===== src/rtl/sio_cfg_pkg.sv =====
package sio_cfg_pkg;

  typedef enum logic [1:0] {
    KEY_SEALED = 2'd0,
    KEY_PRIMED = 2'd1,
    KEY_OPEN   = 2'd2
  } key_state_e;

  localparam logic [7:0] KEY_FIRST  = 8'h51;
  localparam logic [7:0] KEY_SECOND = 8'h23;
  localparam logic [7:0] KEY_EXIT   = 8'hBB;

  localparam logic [7:0] IDX_DEVSEL  = 8'h07;
  localparam logic [7:0] IDX_POWER   = 8'h22;
  localparam logic [7:0] IDX_ENABLE  = 8'h30;
  localparam logic [7:0] IDX_BASE_HI = 8'h60;
  localparam logic [7:0] IDX_BASE_LO = 8'h61;
  localparam logic [7:0] IDX_IRQ     = 8'h70;
  localparam logic [7:0] IDX_MSIRQ   = 8'h72;
  localparam logic [7:0] IDX_DMA     = 8'h74;

endpackage


===== src/rtl/sio_rst_sync.sv =====
module sio_rst_sync (
  input  logic clk,
  input  logic rst_n,
  output logic rst_sync_n
);
  logic [1:0] sync_q;

  always_ff @(posedge clk or negedge rst_n) begin
    if (!rst_n) sync_q <= 2'b00;
    else        sync_q <= {sync_q[0], 1'b1};
  end

  assign rst_sync_n = sync_q[1];
endmodule


===== src/rtl/sio_key_fsm.sv =====
module sio_key_fsm
  import sio_cfg_pkg::*;
(
  input  logic       clk,
  input  logic       rst_n,
  input  logic       idx_wr,
  input  logic [7:0] wdata,
  output logic       open,
  output logic       idx_load
);
  key_state_e st_q, st_d;

  always_comb begin
    st_d = st_q;
    if (idx_wr) begin
      unique case (st_q)
        KEY_SEALED: if (wdata == KEY_FIRST) st_d = KEY_PRIMED;
        KEY_PRIMED: begin
          if (wdata == KEY_SECOND)     st_d = KEY_OPEN;
          else if (wdata != KEY_FIRST) st_d = KEY_SEALED;
        end
        KEY_OPEN:   if (wdata == KEY_EXIT) st_d = KEY_SEALED;
        default:    st_d = KEY_SEALED;
      endcase
    end
  end

  always_ff @(posedge clk or negedge rst_n) begin
    if (!rst_n) st_q <= KEY_SEALED;
    else        st_q <= st_d;
  end

  assign open     = (st_q == KEY_OPEN);
  assign idx_load = open && idx_wr && (wdata != KEY_EXIT);

  logic primed;
  assign primed = (st_q == KEY_PRIMED);

  // the space opens only from the primed state, on the second key byte
  a_r2_open_on_key: assert property (@(posedge clk) disable iff (!rst_n)
    $rose(open) |-> $past(primed && idx_wr && wdata == KEY_SECOND));

  // the primed state is entered only on the first key byte
  a_r3_primed_on_first: assert property (@(posedge clk) disable iff (!rst_n)
    $rose(primed) |-> $past(idx_wr && wdata == KEY_FIRST));

  // the exit byte seals the space
  a_r4_exit_seals: assert property (@(posedge clk) disable iff (!rst_n)
    (open && idx_wr && wdata == KEY_EXIT) |=> !open);
endmodule


===== src/rtl/sio_glb_regs.sv =====
module sio_glb_regs
  import sio_cfg_pkg::*;
(
  input  logic       clk,
  input  logic       rst_n,
  input  logic       idx_load,
  input  logic       data_wr,
  input  logic [7:0] wdata,
  output logic [7:0] index,
  output logic [7:0] devsel,
  output logic [7:0] power
);
  logic [7:0] index_d, devsel_d, power_d;

  always_comb begin
    index_d  = index;
    devsel_d = devsel;
    power_d  = power;
    if (idx_load) index_d = wdata;
    if (data_wr && index == IDX_DEVSEL) devsel_d = wdata;
    if (data_wr && index == IDX_POWER)  power_d  = wdata;
  end

  always_ff @(posedge clk or negedge rst_n) begin
    if (!rst_n) begin
      index  <= '0;
      devsel <= '0;
      power  <= '0;
    end else begin
      index  <= index_d;
      devsel <= devsel_d;
      power  <= power_d;
    end
  end

  // an index write loads the written byte
  a_r6_index_load: assert property (@(posedge clk) disable iff (!rst_n)
    idx_load |=> index == $past(wdata));

  // a data write at the selector index loads the selector
  a_r7_devsel_load: assert property (@(posedge clk) disable iff (!rst_n)
    (data_wr && index == IDX_DEVSEL) |=> devsel == $past(wdata));
endmodule


===== src/rtl/sio_dev_bank.sv =====
module sio_dev_bank
  import sio_cfg_pkg::*;
(
  input  logic        clk,
  input  logic        rst_n,
  input  logic        wr_en,
  input  logic [7:0]  index,
  input  logic [7:0]  wdata,
  output logic [7:0]  rd_data,
  output logic        active,
  output logic [15:0] iobase
);
  logic       en_q, en_d;
  logic [7:0] hi_q, hi_d, lo_q, lo_d;
  logic [7:0] irq_q, irq_d, msirq_q, msirq_d, dma_q, dma_d;

  always_comb begin
    en_d    = en_q;
    hi_d    = hi_q;
    lo_d    = lo_q;
    irq_d   = irq_q;
    msirq_d = msirq_q;
    dma_d   = dma_q;
    if (wr_en) begin
      case (index)
        IDX_ENABLE:  en_d    = wdata[0];
        IDX_BASE_HI: hi_d    = wdata;
        IDX_BASE_LO: lo_d    = wdata;
        IDX_IRQ:     irq_d   = wdata;
        IDX_MSIRQ:   msirq_d = wdata;
        IDX_DMA:     dma_d   = wdata;
        default:     ;
      endcase
    end
  end

  always_ff @(posedge clk or negedge rst_n) begin
    if (!rst_n) begin
      en_q    <= 1'b0;
      hi_q    <= '0;
      lo_q    <= '0;
      irq_q   <= '0;
      msirq_q <= '0;
      dma_q   <= '0;
    end else begin
      en_q    <= en_d;
      hi_q    <= hi_d;
      lo_q    <= lo_d;
      irq_q   <= irq_d;
      msirq_q <= msirq_d;
      dma_q   <= dma_d;
    end
  end

  always_comb begin
    case (index)
      IDX_ENABLE:  rd_data = {7'b0, en_q};
      IDX_BASE_HI: rd_data = hi_q;
      IDX_BASE_LO: rd_data = lo_q;
      IDX_IRQ:     rd_data = irq_q;
      IDX_MSIRQ:   rd_data = msirq_q;
      IDX_DMA:     rd_data = dma_q;
      default:     rd_data = 8'h00;
    endcase
  end

  assign active = en_q;
  assign iobase = {hi_q, lo_q};

  // a bank holds its contents unless it is written
  a_r8_bank_hold: assert property (@(posedge clk) disable iff (!rst_n)
    !wr_en |=> $stable({en_q, hi_q, lo_q, irq_q, msirq_q, dma_q}));
endmodule


===== src/rtl/sio_cfg_unlock.sv =====
module sio_cfg_unlock
  import sio_cfg_pkg::*;
#(
  parameter int              ADDR_W     = 16,
  parameter logic [15:0]     INDEX_PORT = 16'h03F0,
  parameter int              NUM_LDN    = 12,
  parameter logic [11:0]     LDN_MASK   = 12'h8FF
) (
  input  logic                  clk,
  input  logic                  rst_n,
  input  logic [ADDR_W-1:0]     io_addr,
  input  logic                  io_wr,
  input  logic [7:0]            io_wdata,
  output logic [7:0]            io_rdata,
  output logic                  cfg_open,
  output logic [NUM_LDN-1:0]    dev_active,
  output logic [NUM_LDN*16-1:0] dev_iobase
);
  localparam int                LDN_W     = $clog2(NUM_LDN);
  localparam logic [ADDR_W-1:0] IDX_ADDR  = ADDR_W'(INDEX_PORT);
  localparam logic [ADDR_W-1:0] DATA_ADDR = ADDR_W'(INDEX_PORT) + ADDR_W'(1);

  logic       rst_i_n;
  logic       at_idx, at_data, idx_wr, data_wr, idx_load;
  logic [7:0] index_q, devsel_q, power_q;
  logic [7:0] bank_rd [NUM_LDN];
  logic [7:0] bank_sel_rd, cfg_rd;
  logic       devsel_hit;

  sio_rst_sync u_rst (.clk(clk), .rst_n(rst_n), .rst_sync_n(rst_i_n));

  assign at_idx  = (io_addr == IDX_ADDR);
  assign at_data = (io_addr == DATA_ADDR);
  assign idx_wr  = io_wr && at_idx;
  assign data_wr = io_wr && at_data && cfg_open;

  sio_key_fsm u_key (
    .clk(clk), .rst_n(rst_i_n), .idx_wr(idx_wr), .wdata(io_wdata),
    .open(cfg_open), .idx_load(idx_load)
  );

  sio_glb_regs u_glb (
    .clk(clk), .rst_n(rst_i_n), .idx_load(idx_load), .data_wr(data_wr),
    .wdata(io_wdata), .index(index_q), .devsel(devsel_q), .power(power_q)
  );

  for (genvar k = 0; k < NUM_LDN; k++) begin : g_ldn
    if (LDN_MASK[k]) begin : g_bank
      sio_dev_bank u_bank (
        .clk(clk), .rst_n(rst_i_n),
        .wr_en(data_wr && devsel_q == 8'(k)),
        .index(index_q), .wdata(io_wdata), .rd_data(bank_rd[k]),
        .active(dev_active[k]), .iobase(dev_iobase[16*k +: 16])
      );
    end else begin : g_none
      assign bank_rd[k]             = 8'h00;
      assign dev_active[k]          = 1'b0;
      assign dev_iobase[16*k +: 16] = 16'h0000;
    end
  end

  assign devsel_hit  = (devsel_q < 8'(NUM_LDN));
  assign bank_sel_rd = devsel_hit ? bank_rd[devsel_q[LDN_W-1:0]] : 8'h00;

  always_comb begin
    case (index_q)
      IDX_DEVSEL: cfg_rd = devsel_q;
      IDX_POWER:  cfg_rd = power_q;
      default:    cfg_rd = bank_sel_rd;
    endcase
  end

  always_comb begin
    if (!cfg_open)    io_rdata = 8'hFF;
    else if (at_idx)  io_rdata = index_q;
    else if (at_data) io_rdata = cfg_rd;
    else              io_rdata = 8'hFF;
  end

  // nothing a device sees moves while the space is sealed
  a_r5_sealed_hold: assert property (@(posedge clk) disable iff (!rst_i_n)
    !cfg_open |=> $stable(dev_active) && $stable(dev_iobase));

  // a write under a selector with no bank moves no device output
  a_r9_no_bank_hold: assert property (@(posedge clk) disable iff (!rst_i_n)
    (!devsel_hit || !LDN_MASK[devsel_q[LDN_W-1:0]]) |=>
      $stable(dev_active) && $stable(dev_iobase));
endmodule


===== config.mk =====
export PLATFORM = sky130hd
export DESIGN_NAME = sio_cfg_unlock
export DESIGN_NICKNAME = d
export VERILOG_FILES = /design/src/rtl/sio_cfg_pkg.sv /design/src/rtl/sio_rst_sync.sv /design/src/rtl/sio_key_fsm.sv /design/src/rtl/sio_glb_regs.sv /design/src/rtl/sio_dev_bank.sv /design/src/rtl/sio_cfg_unlock.sv
export SDC_FILE = /design/constraint.sdc
export NUM_CORES = 1
export LEC_CHECK = 0
export BUFFER_PORTS_ARGS = -buffer_cell sky130_fd_sc_hd__buf_2
export CORE_MARGIN = 10
export CORE_UTILIZATION = 63
export CTS_CLUSTER_DIAMETER = 80
export DETAILED_ROUTE_END_ITERATION = 8
export HOLD_SLACK_MARGIN = 0.05
export PLACE_DENSITY = 0.95
export SYNTH_ARGS = -nofsm -noshare
export SYNTH_HDL_FRONTEND = slang
export SYNTH_SLANG_ARGS = --single-unit

===== constraint.sdc =====
create_clock -name clk -period 24.4 [get_ports clk]
set_clock_uncertainty 0.15 [all_clocks]
set_input_delay 3.66 -clock clk [delete_from_list [all_inputs] [get_ports clk]]
set_output_delay 3.66 -clock clk [all_outputs]
set_load 0.05 [all_outputs]

==> parameters.txt <==
Parameter                              Value

Place
  Number of placed cells counting well taps ... about 1900
  Weighted congestion at the end of routability-driven global placement ... approximately 0.94
  Number of input and output port buffers inserted ... about 190
  Worst Setup Slack post-DPL ... 14970 ps
  Dpl hpwl ... between 30000 and 40000 µm

Die
  Floorplan die width ... around 190 µm
  Floorplan Core Area ... slightly below 0.03 mm²
  Starting density of the core ... about 64%
  Height of the chip ... between 150 and 200 µm
  Boundary pin count ... 240
  Full die area ... between 0.03 and 0.04 mm²
  Row Count ... 62

Routing
  DR vias ... roughly 14000
  Violation count after the first detailed-route iteration ... between 2000 and 2500
  Count of unresolved DRC violations after routing ... 0
  Overall routed net length ... just under 60000 µm
  Number of routed nets with antenna violations ... 0
  Routed length per placed instance ... slightly below 30 µm
  Number of iterations in the first detailed-routing pass ... 8
  Vias per cell ... 7.11

Global routing
  Residual overflow from global routing ... 0
  Met2 Usage GRT ... between 40% and 50%
  Busiest layer in global routing ... met2
  Pin count of the biggest net entering global routing ... 90
  Global-route usage over all layers ... between 30% and 40%
  First-pass GRT wire length ... 87600 µm
  Via count of the first global-routing pass ... 14500
  Initial antenna violation count ... 0
  Grt met3 use ... under 10%
  GRT met1 Usage ... between 30% and 40%

STA
  Slack of the critical path ... 14880 ps
  Crit share post-route ... slightly below 40%
  Total negative slack ... 0 ps
  Final count of pins violating max slew ... 0
  Worst rel slew slack ... between 10% and 20%
  Unrepaired setup endpoints after global routing ... no
  Final number of setup-violating endpoints ... 0
  Least-Margin Pin Slew ... roughly 1200 ps
  Final hold viol count ... 0
  Tmin final ... roughly 9500 ps
  Max Fclk ... roughly 110 MHz

Final layout
  Layout Area Growth over Synthesis ... 11.4%
  Post-Layout Cell Count ... 1990
  Filler Cells Inserted ... 1770
  Utilization after layout ... 71.7%
  Number of antenna cells inserted ... 0
  Post-layout net count ... around 1600
  Fraction of final layout cells sized beyond drive strength 1 ... 43.1%

Yosys
  Number of synthesized flops with an enable pin ... 0
  Post-synthesis instance area ... 0.0186 mm²
  Post-synthesis register bit count ... ~400
  Sequential cell area fraction in the yosys report ... 53.3%
  Distinct cell type count of the synthesized netlist ... 70
  Async SR Flop Fraction ... 100%
  Ys Warns ... 0
  Gate count after technology mapping ... 1450
  Syn_area_per_cell ... around 13 µm²
  Most frequently used flop master after synthesis ... sky130_fd_sc_hd__dfrtp_1

Critical path
  Worst setup path class ... in -> out
  Crit path required time ... approximately 20000 ps
  Critical path endpoint category ... primary output
  Critical-path top delay cell ... sky130_fd_sc_hd__nor2_1
  Setup slack of the worst register-to-register path ... 20430 ps
  Worst R2R Path Depth ... 5
  Cell type group with the largest total delay on the critical path ... simple AND/OR/NAND/NOR gates
  Most common cell on crit path ... sky130_fd_sc_hd__buf_2
  Reg-to-Reg Start ... u_glb.index[6]
  Crit path cell chain ... buf_2 > nor4bb_1 > nand4_1 > nor2_1 > nand2_1 > o32a_1 > buf_2
  Largest fanout on the critical path ... 11
  Worst path bufs/invs ... 2
  Startpoint Class ... input pin
  CP max stage delay ... 660 ps
  Startpoint of the worst setup timing path ... io_addr[12]
  Worst reg2reg endpoint ... g_ldn[4].g_bank.u_bank.msirq_q[6]
  Arrival time at the worst endpoint ... 5710 ps

Power
  Sum of internal, switching and leakage power ... between 1 and 1.5 mW
  Worst IR drop on VDD ... around 0.000051 V
  LEAKAGE ... 10.3 nW
  Power density over cell area ... 64.4 mW/mm²

Run status
  Result of the run ... completed

CTS
  Depth of the CTS H-tree ... 2
  Setup Fix Bufs, Post-CTS ... 0
  Clk buf depth ... 3
  Clock transition at the registers of the reported paths ... 60 ps
  CTS Root Buffer Type ... sky130_fd_sc_hd__clkbuf_16
  Hold-fix buffers at CTS ... 0
  Number of gates resized after CTS ... 0
  Sink count of the clock tree ... just under 400
  CTS Buf Count ... between 40 and 50
  Clock tree from TritonCTS ... built
  Clock latency on the worst-skew pair ... 540 ps

Hold path
  Hold path start ... u_rst.sync_q[0]
  Min-Delay Path Depth ... 0
  Hold Crit Class ... reg -> reg
  Capture endpoint of the worst hold path ... u_rst.sync_q[1]

Job
  Number of max-cap violations ... 0
## registers in the layout (all words and copies together) (netlist names)
name and flops:
u_glb.power 8, u_glb.index 8, g_ldn.g_bank.u_bank.irq_q 72, g_ldn.g_bank.u_bank.dma_q 72, u_rst.sync_q 2, u_glb.devsel 8, g_ldn.g_bank.u_bank.active 9, u_key.st_q 2
g_ldn.g_bank.u_bank.lo_q 72, g_ldn.g_bank.u_bank.msirq_q 72, g_ldn.g_bank.u_bank.hi_q 72
## metrics by stage
step | hold WS (ps) | instance area, µm²
after CTS | 203 | 20800
after global routing | 204 | 20800
after global placement | 188 | 19400
after floorplan | 181 | 18800
final | 200 | 20800
after detailed placement | 190 | 19400
## where the power goes
group          internal [mW]  switching (mW)  total, mW
Sequential             0.659         0.00200      0.661
Combinational        0.00285          0.0414     0.0443
Clock                  0.372           0.260      0.631
## layer usage
layer	vias to the layer above	part of all wire [%]
li1	5592	-
met1	7083	35
met2	1180	46
met3	298	14
met4	0	5.7
met5	-	0
## cell usage after synthesis (5+ instances only)
cell type / n / share of area (%)
sky130_fd_sc_hd__a22o_1: 6 / 0.28
sky130_fd_sc_hd__a41oi_1: 7 / 0.33
sky130_fd_sc_hd__mux2_2: 404 / 24
sky130_fd_sc_hd__or4_1: 6 / 0.24
sky130_fd_sc_hd__a31oi_1: 6 / 0.20
sky130_fd_sc_hd__nand2b_1: 5 / 0.17
sky130_fd_sc_hd__buf_6: 5 / 0.30
sky130_fd_sc_hd__nor2_2: 6 / 0.20
sky130_fd_sc_hd__nand3_1: 25 / 0.67
sky130_fd_sc_hd__clkbuf_1: 70 / 1.4
sky130_fd_sc_hd__o211ai_1: 5 / 0.20
sky130_fd_sc_hd__buf_4: 65 / 2.6
sky130_fd_sc_hd__nor3_1: 7 / 0.19
sky130_fd_sc_hd__nor2_1: 47 / 0.95
sky130_fd_sc_hd__dfrtp_1: 397 / 53
sky130_fd_sc_hd__nand2_1: 59 / 1.2
sky130_fd_sc_hd__mux2i_1: 15 / 0.81
sky130_fd_sc_hd__a21oi_1: 40 / 1.1
sky130_fd_sc_hd__and3_1: 7 / 0.24
sky130_fd_sc_hd__or3_1: 6 / 0.20
sky130_fd_sc_hd__o21ai_0: 11 / 0.30
sky130_fd_sc_hd__a221oi_1: 16 / 0.75
sky130_fd_sc_hd__a22oi_1: 71 / 2.9
sky130_fd_sc_hd__a222oi_1: 35 / 1.9
sky130_fd_sc_hd__o32a_1: 5 / 0.27
sky130_fd_sc_hd__a21o_1: 6 / 0.24
sky130_fd_sc_hd__buf_2: 25 / 0.67
sky130_fd_sc_hd__nand4_1: 7 / 0.24
## final cells by class
| class | count | area (µm²) | share of cell area (%) |
|---|---|---|---|
| Tap cell | 384 | 480 | 2.31 |
| Inverter | 4 | 15.0 | 0.0723 |
| Multi-Input combinational cell | 930 | 7940 | 38.2 |
| Clock inverter | 8 | 93.8 | 0.452 |
| Sequential cell | 397 | 9940 | 47.9 |
| Timing Repair Buffer | 202 | 1050 | 5.04 |
| Clock buffer | 65 | 1250 | 6.02 |
## placed cells by master (no fill, tap or decap), types with 6 or more instances in the layout
cell / netlist / final
sky130_fd_sc_hd__nor2_1: 47 / 47
sky130_fd_sc_hd__a221oi_1: 16 / 16
sky130_fd_sc_hd__nand3_1: 25 / 25
sky130_fd_sc_hd__or3_1: 6 / 6
sky130_fd_sc_hd__and3_1: 7 / 7
sky130_fd_sc_hd__a31oi_1: 6 / 6
sky130_fd_sc_hd__buf_4: 65 / 14
sky130_fd_sc_hd__nand4_1: 7 / 7
sky130_fd_sc_hd__nor3_1: 7 / 7
sky130_fd_sc_hd__a22oi_1: 71 / 71
sky130_fd_sc_hd__a21oi_1: 40 / 40
sky130_fd_sc_hd__a222oi_1: 35 / 35
sky130_fd_sc_hd__or4_1: 6 / 6
sky130_fd_sc_hd__clkbuf_1: 70 / 13
sky130_fd_sc_hd__a22o_1: 6 / 6
sky130_fd_sc_hd__mux2_2: 404 / 404
sky130_fd_sc_hd__o21ai_0: 11 / 11
sky130_fd_sc_hd__a21o_1: 6 / 6
sky130_fd_sc_hd__dfrtp_1: 397 / 396
sky130_fd_sc_hd__buf_2: 25 / 188
sky130_fd_sc_hd__nand2_1: 59 / 59
sky130_fd_sc_hd__conb_1: 2 / 52
sky130_fd_sc_hd__a41oi_1: 7 / 7
sky130_fd_sc_hd__mux2i_1: 15 / 15
sky130_fd_sc_hd__clkbuf_16: 0 / 43
sky130_fd_sc_hd__clkbuf_8: 0 / 9
## worst max path at each step
stage | end | depth (start not counted)
3_3_place_gp | io_rdata[0] | 7
4_1_cts | io_rdata[0] | 7
3_5_place_dp | io_rdata[0] | 7
5_1_grt | io_rdata[0] | 7
2_1_floorplan | g_ldn[0].g_bank.u_bank.active | 0
6_report | io_rdata[0] | 7
## cell families after synthesis
group / after synthesis / share of synthesized area (%)
AND/OR/NAND/NOR: 214 / 6.10
multiplexers: 419 / 25.2
AO/OA/AOI/OAI: 244 / 10.1
XOR/XNOR: 1 / 0.0470
other: 2 / 0.0403
flip-flops: 397 / 53.3
buffers and inverters: 173 / 5.16
Note: power is estimated with default switching activity, not from simulation.
